--- config.mk ---
export PLATFORM = sky130hd
export DESIGN_NAME = out_handshake_unit
export DESIGN_NICKNAME = d
export VERILOG_FILES = /design/src/rtl/ohs_pkg.sv /design/src/rtl/ohs_fsm.sv /design/src/rtl/ohs_outreg.sv /design/src/rtl/out_handshake_unit.sv
export SDC_FILE = /design/constraint.sdc
export NUM_CORES = 1
export LEC_CHECK = 0
export CORE_MARGIN = 3
export CORE_UTILIZATION = 38
export DETAILED_ROUTE_END_ITERATION = 12
export GPL_TIMING_DRIVEN = 0
export PLACE_DENSITY = 0.78
export SYNTH_ARGS = -nofsm -noshare
export SYNTH_HDL_FRONTEND = slang
export SYNTH_SLANG_ARGS = --single-unit
--- constraint.sdc ---
create_clock -name clk -period 2 [get_ports clk]
set_input_delay 0.2 -clock clk [delete_from_list [all_inputs] [get_ports clk]]
set_output_delay 0.2 -clock clk [all_outputs]
set_load 0.03 [all_outputs]
--- src/rtl/ohs_pkg.sv ---
package ohs_pkg;
    typedef enum logic [2:0] {
        ST_IDLE,
        ST_STALL,
        ST_SYNC,
        ST_SYNC_TEST,
        ST_ACCEPT
    } hs_state_t;
endpackage

--- src/rtl/ohs_fsm.sv ---
module ohs_fsm
    import ohs_pkg::*;
(
    input  logic clk,
    input  logic rst_n,
    input  logic isync,
    input  logic sel,
    input  logic wait_flag,
    input  logic cdh,
    input  logic rdy,
    output logic usr,
    output logic utr,
    output logic uda,
    output logic load
);
    hs_state_t state, nxt;

    always_ff @(posedge clk) begin
        if (!rst_n) state <= ST_IDLE;
        else        state <= nxt;
    end

    always_comb begin
        nxt  = state;
        load = 1'b0;
        unique case (state)
            ST_IDLE: begin
                if (isync && sel) begin
                    if (rdy)            nxt = ST_SYNC_TEST;
                    else if (wait_flag) nxt = ST_STALL;
                    else                nxt = ST_SYNC;
                end else if (!isync && cdh && sel && rdy) begin
                    nxt  = ST_ACCEPT;
                    load = 1'b1;
                end
            end
            ST_STALL: begin
                if (!isync)   nxt = ST_IDLE;
                else if (rdy) nxt = ST_SYNC_TEST;
            end
            ST_SYNC, ST_SYNC_TEST: begin
                if (!isync) nxt = ST_IDLE;
            end
            ST_ACCEPT: begin
                if (!cdh) nxt = ST_IDLE;
            end
            default: nxt = ST_IDLE;
        endcase
    end

    always_comb begin
        usr = 1'b0;
        utr = 1'b0;
        uda = 1'b0;
        unique case (state)
            ST_SYNC:      usr = 1'b1;
            ST_SYNC_TEST: begin usr = 1'b1; utr = 1'b1; end
            ST_ACCEPT:    uda = 1'b1;
            default:      ;
        endcase
    end


    ready_both_ret_chk: assert property (@(posedge clk) disable iff (!rst_n)
        (state == ST_IDLE && isync && sel && rdy) |=> (usr && utr));

    stall_silent_chk: assert property (@(posedge clk) disable iff (!rst_n)
        (state == ST_IDLE && isync && sel && !rdy && wait_flag) |=> (!usr && !utr));

    sync_only_chk: assert property (@(posedge clk) disable iff (!rst_n)
        (state == ST_IDLE && isync && sel && !rdy && !wait_flag) |=> (usr && !utr));

    sync_drop_chk: assert property (@(posedge clk) disable iff (!rst_n)
        !isync |=> (!usr && !utr));

    uda_release_chk: assert property (@(posedge clk) disable iff (!rst_n)
        (uda && !cdh) |=> !uda);

    uda_hold_chk: assert property (@(posedge clk) disable iff (!rst_n)
        (uda && cdh) |=> uda);
endmodule

--- src/rtl/ohs_outreg.sv ---
module ohs_outreg #(
    parameter int DATA_W = 16
) (
    input  logic              clk,
    input  logic              rst_n,
    input  logic              load,
    input  logic              rd,
    input  logic [DATA_W-1:0] din,
    output logic [DATA_W-1:0] dout,
    output logic              rdy
);
    always_ff @(posedge clk) begin
        if (!rst_n) begin
            dout <= '0;
            rdy  <= 1'b1;
        end else begin
            if (load)    dout <= din;
            if (load)    rdy  <= 1'b0;
            else if (rd) rdy  <= 1'b1;
        end
    end


    load_capture_chk: assert property (@(posedge clk) disable iff (!rst_n)
        load |=> (!rdy && dout == $past(din)));

    read_frees_chk: assert property (@(posedge clk) disable iff (!rst_n)
        (rd && !load) |=> rdy);

    hold_word_chk: assert property (@(posedge clk) disable iff (!rst_n)
        !load |=> $stable(dout));
endmodule

--- src/rtl/out_handshake_unit.sv ---
module out_handshake_unit #(
    parameter int DATA_W  = 16,
    parameter int UNIT_W  = 4,
    parameter int UNIT_ID = 5
) (
    input  logic              clk,
    input  logic              rst_n,
    input  logic              ins_sync,
    input  logic [UNIT_W-1:0] unit_num,
    input  logic              wait_req,
    input  logic              data_here,
    input  logic [DATA_W-1:0] io_word,
    input  logic              word_taken,
    output logic              sync_ret,
    output logic              test_ret,
    output logic              data_acc,
    output logic [DATA_W-1:0] out_word,
    output logic              buf_ready
);
    localparam logic [UNIT_W-1:0] MY_UNIT = UNIT_W'(UNIT_ID);

    logic sel;
    logic load;

    assign sel = (unit_num == MY_UNIT);

    ohs_fsm u_fsm (
        .clk       (clk),
        .rst_n     (rst_n),
        .isync     (ins_sync),
        .sel       (sel),
        .wait_flag (wait_req),
        .cdh       (data_here),
        .rdy       (buf_ready),
        .usr       (sync_ret),
        .utr       (test_ret),
        .uda       (data_acc),
        .load      (load)
    );

    ohs_outreg #(.DATA_W(DATA_W)) u_reg (
        .clk   (clk),
        .rst_n (rst_n),
        .load  (load),
        .rd    (word_taken),
        .din   (io_word),
        .dout  (out_word),
        .rdy   (buf_ready)
    );


    busy_ignore_chk: assert property (@(posedge clk) disable iff (!rst_n)
        (data_here && !buf_ready && !data_acc && !ins_sync) |=> (!data_acc && $stable(out_word)));

    foreign_unit_chk: assert property (@(posedge clk) disable iff (!rst_n)
        (!sync_ret && !data_acc && !sel) |=> (!sync_ret && !test_ret && !data_acc));
endmodule

After elaboration in Yosys (flattened, before gate mapping)
Cells that the tools add are included.

storage, ports and cells
  register bits = 20
  bits in latches = 0
  memory bits (writable) = 0
  ROM bits = 0
  input bits = 26
  output and inout port bits = 20
  word-level logic and storage cells = 38
  memories kept = 0

operators by class
  add/subtract/negate cells = 0
  multiply operators = 0
  div/mod/pow operators = 0
  order comparisons = 0
  equal/unequal tests = 9
  shift operators = 0
  muxes and demuxes = 17
  bitwise gates (word level) = 0
  reduce and logical (&&, ||, !) cells = 9

operator list
  kind                                                                   count
  3-bit two-way mux                                                      7
  3-bit case mux with 4 select lines                                     1
  1-bit two-way mux                                                      8
  3-bit by 2-bit equality test with 1-bit output, second input constant  2
  4-bit by 3-bit equality test with 1-bit output, second input constant  1
  1-bit logical AND                                                      4
  2-bit != test, second input constant                                   2
  4-bit AND reduction                                                    1
  3-bit by 1-bit equality test with 1-bit output, second input constant  1
  3-bit equality test, second input constant                             1
  3-bit zero test                                                        1
  3-bit by 1-bit != test with 1-bit output, second input constant        1
  3-bit by 2-bit != test with 1-bit output, second input constant        1
  2-bit two-way mux                                                      1
  2-bit nonzero test                                                     1
  2-bit OR reduction                                                     1
  1-bit zero test                                                        1

Logic depth before layout (Yosys ltp)
  depth in word-level cells = 8
  depth in mapped cells = 6
  depth with buffers taken out = 5

Hierarchy
Synthesis repeated with hierarchy kept, for this count alone.

unflattened totals
  cells, all modules = 81
  area, all modules = 935.9 um2

by module, submodules not included
  module              instances  cells an instance  area an instance (um2)  seq. area each (um2)
  ohs_outreg          1          54                 644.4                   340.3
  ohs_fsm             1          26                 279.0                   60.1
  out_handshake_unit  1          1                  12.5                    0.0

Least setup slack after synthesis
OpenSTA, ideal clock, no wires.

  kind = reg-to-reg
  start point = register u_fsm.state[2]
  end point = register u_fsm.state[2]
  setup time = 0.119 ns
  data arrival time = 1.697 ns
  required time = 1.881 ns
  path slack = 0.184 ns
  cell stages (with the launch flop) = 5
  path buffers = 0
  period minus slack after synthesis = 1.816 ns
  path through = dfxtp_1 nor3b_1 nand2_1 o221a_2 o221a_1

between the ends
  cells in the longest elaborated chain, start to end = 4
  elaborated cells on any way between the ends = 12
  classes of those cells = 8 x eq/ne; 1 x mux; 3 x reduce/logical

ends and longest elaborated chain
  item                                            line           source
  start, declared                                 ohs_fsm.sv:16  hs_state_t state, nxt;
  start signal, assigned                          ohs_fsm.sv:20  else state <= nxt;
  3-bit by 2-bit equality test with 1-bit output  ohs_fsm.sv:26  unique case (state)
  2-bit OR reduction (no line)                    -
  2-bit != test (no line)                         -
  4-bit AND reduction (no line)                   -

Several ways; a longest one is shown, not always the timed one.
A chain may end at the register's enable or synchronous reset.

Final worst setup path
  start point = register u_fsm.state[2]
  end point = output data_acc

between the ends
  cells in the longest elaborated chain, start to end = 2

ends and longest elaborated chain
  item                 line                      source
  3-bit equality test  ohs_fsm.sv:55             unique case (state)
  1-bit two-way mux    ohs_fsm.sv:55
  end, declared        out_handshake_unit.sv:16  output logic data_acc,

Every way passes these cells.

==> flow_results.org <==
** Outcome
- The flow ran to the end, and the final reports show no timing, DRC or antenna violations.

** Synthesis
- In the post-synthesis netlist, the biggest area contributors are dfxtp_1, mux2i_1, nor2_1, a21oi_1, nor4_4.
- Of the total synthesized cell area, the portion taken by full adders, half adders and majority gates is 0.
- Among all flip-flop cells after synthesis, the most frequent one is dfxtp_1.
- After synthesis the netlist holds a flip-flop and latch count of 20.
- Basic-gate share of the synthesized area counting and, or, nand and nor cells :: 0.210
- Synth Net Count :: 113
- The synthesized-area fraction occupied by ao, oa, aoi and oai cells was 0.0753.
- Counting every instance in the synthesized netlist gives 87.
- Count of flip-flops with a built-in enable after synthesis :: 0
- Avg Cell Area, Syn :: 9.94 um^2
- The synthesized design spends more area on one cell type than any other, namely dfxtp_1.
- Unique masters post-synth :: 22
- By area, the combinational part of the netlist is dominated by simple AND/OR/NAND/NOR gates.
- Of the synthesized area, sequential elements account for 0.463.
- Of the total synthesized cell area, the portion taken by XOR and XNOR cells is 0.
- Area share of the largest cell type after synthesis :: 0.463
- Portion of netlist area occupied by mux cells :: 0.197
- Asr flop ratio synth :: 0
- During synthesis, Yosys emitted a total of 0 warnings.
- Netlist Area Pre-Place :: 865 um^2

** GRT
- Entering global routing, the biggest net connects 13 pins.
- Initial antenna violation count :: 0
- Summed over all layers, the global routing overflow is 0.
- The number of global-route vias before repair came to 776.
- Global-route usage over all layers :: 0.164
- Global-route wire length before repair :: 3510 um

** Place
- Routability-driven placement finished with a final weighted congestion of 0.692.
- Total placed instance area :: 1350 um^2
- Count of port buffers added during placement :: 45

** Route
- Routed vias :: roughly 780
- Vias per cell :: 4.79
- First-pass iteration count of the detailed router :: 3
- Final ANT Viol Nets :: 0
- For this run, design rule violations remaining after detail routing come to 0.
- Initial DRC count :: 4
- After detailed routing, the average wire length per cell comes to 12.2 um.
- After detailed routing, the total wire length is 2000 um.

** Clock tree
- Clock edge transition at the registers on the reported setup and hold paths :: 110 ps
- Hold repair after CTS inserted 0 buffers.
- Number of buffers added by the clock tree synthesis step :: 3
- CTS built an H-tree with a depth of 1.
- TritonCTS built the clock tree.
- Clock tree synthesis selected as its root buffer the cell clkbuf_4.
- Number of clock sinks seen by CTS :: 20
- In this run the deepest clock path goes through 2 buffers.
- Clock network latency to the later pin of the worst-skew pair :: 290 ps

** Worst setup path
- CP Data Required Time :: ~1800 ps
- The cell family contributing the most delay on the critical path is buffers and inverters.
- Element type at the critical path start :: flip-flop
- CP Depth :: 2
- The number of buffers and inverters on the critical path is 1.
- In this design, the stage delay of the slowest critical-path cell is 730 ps.
- The worst register-to-register path has a depth of 6.
- Class of the most critical setup path :: flip-flop to output pin
- In this run the worst path has a maximum fanout of 5.
- Critical path, cell by cell :: nor3b_1 -> clkdlybuf4s50_1
- Arrival time at the worst endpoint :: 1720 ps
- On the critical path, the stage with the largest delay is an instance of clkdlybuf4s50_1.
- The worst setup path is captured at an output pin.

** Worst hold path
- Worst min-delay path category :: primary input to flip-flop
- Hold depth :: 2

** Layout
- Total number of nets in the final design :: 163
- Most common cell after layout, fill and taps aside :: clkdlybuf4s50_1
- In the layout the commonest cells are clkdlybuf4s50_1, nor2_1, dfxtp_1.
- Fillcell total :: around 170
- Non-Filler Cell Area, Final :: 1400 um^2
- Sequential cell area in the final layout :: 400 um^2
- Antenna cells :: 0
- Area of the multi-input gates :: 417 um^2
- Of the cells placed in the final design, the portion with a size suffix greater than 1 is 0.0809.
- Layout area overhead :: 62.4%

** Die
- Die area :: 2880 um^2
- 46 I/O pins were placed.
- The initial utilization of the core area, before any placement, comes to 0.419.
- The total area inside the core boundary comes to 2060 um^2.
- Std cell rows :: 16
- Die W :: roughly 54 um
- DIE HEIGHT :: 53.7 um

** Power
- Summed over all cells, the static leakage comes to 0.513 nW.
- Internal power :: 0.000701 W
- Part of the total power dissipated in sequential elements :: 0.464
- Power spread over the standard cell area amounts to approximately 640 nW/um^2.
- Total power for the finished layout comes to 0.000895 W.
- Clk pwr share :: 0.357
- Comb power frac :: 0.179
- P_sw :: 0.000195 W
- Switching power as a share of total power :: 0.217
- Max rail drop VDD :: 0.476 mV

** Run
- Across the run, the number of max-cap violations was 0.

** Timing
- Period Utilization, post-route :: 0.959
- Worst max-slew margin expressed relative to the limit :: 0.722
- Clock period minus worst slack :: around 1900 ps
- For the pin with the worst max-slew slack, the measured transition is just over 400 ps.
- Final hold viol count :: 0
- Setup violation total in the final timing report :: 0
- RSZ-0062 raised after global routing :: no
- After routing, the total negative slack on setup checks comes to 0 ps.
- The number of pins exceeding their max-slew limit in the final report came to 0.
- F_max :: 522 MHz
- Worst clock skew :: 8.38 ps
==> sequential cells by signal, summed over array words and instances, names as in the netlist <==
signal / cells
u_fsm.state: 3
u_reg.dout: 16
u_reg.rdy: 1
==> through the flow <==
| stage | setup slack, ps | std cells | utilization | hold WS (ps) |
|---|---|---|---|---|
| after floorplan | 184 | 87 | - | 280 |
| after global placement | 165 | 159 | 0.654 | 471 |
| after detailed placement | 116 | 159 | 0.654 | 486 |
| after CTS | 85.5 | 163 | 0.680 | 494 |
| after global routing | 30.1 | 163 | 0.681 | 482 |
| final | 83.0 | 163 | 0.681 | 486 |
==> routing by layer <==
metal  vias to the layer above  share of wire  GRT usage
li1                        394              -          -
met1                       359           0.40      0.192
met2                        26           0.49      0.278
met3                         2          0.097     0.0665
met4                         0         0.0050     0.0383
met5                         -              0          0
==> cell families after synthesis <==
logic type	count (synthesis)
AO/OA/AOI/OAI	10
buffers and inverters	6
flip-flops	20
multiplexers	17
AND/OR/NAND/NOR	34
==> worst paths after layout <==
| kind | startpoint | end | slack (ps) |
|---|---|---|---|
| hold reg to reg | u_reg.dout[3] | u_reg.dout[3] | 510 |
| setup / recovery | u_fsm.state[2] | data_acc | 80 |
| setup reg to reg | u_fsm.state[0] | u_reg.dout[8] | 260 |
| hold / removal | rst_n | u_reg.rdy | 490 |
==> power by group through the flow <==
stage / combinational, W / clock [W] / sequential (W)
after detailed placement: 0.000161 / 0 / 0.000424
after CTS: 0.000161 / 0.000325 / 0.000415
final: 0.000160 / 0.000320 / 0.000415
after global placement: 0.000156 / 0 / 0.000422
after floorplan: 0.0000757 / 0 / 0.000427
after global routing: 0.000172 / 0.000345 / 0.000416
==> synth_stat cells (all sizes together) (2+ instances only) <==
cell type / count
inv: 2
nand2: 2
o221a: 2
buf: 3
nand2b: 3
a21oi: 5
dfxtp: 20
o21ai: 2
mux2i: 17
nor2: 23
==> cell type report <==
class,instances,area share
Clock inverter,1,0.0214
Tap cell,27,0.0241
Sequential cell,20,0.285
Multi-Input combinational cell,61,0.297
Timing Repair Buffer,45,0.323
Clock buffer,3,0.0160
Inverter,3,0.00802
Buffer,3,0.0258
==> what timing repair did <==
item,in CTS,in global routing
setup endpoints to repair,0,1
resized for setup,0,1
hold endpoints to repair,0,0
setup buffers,0,0
(Power assumes the default switching activity.)
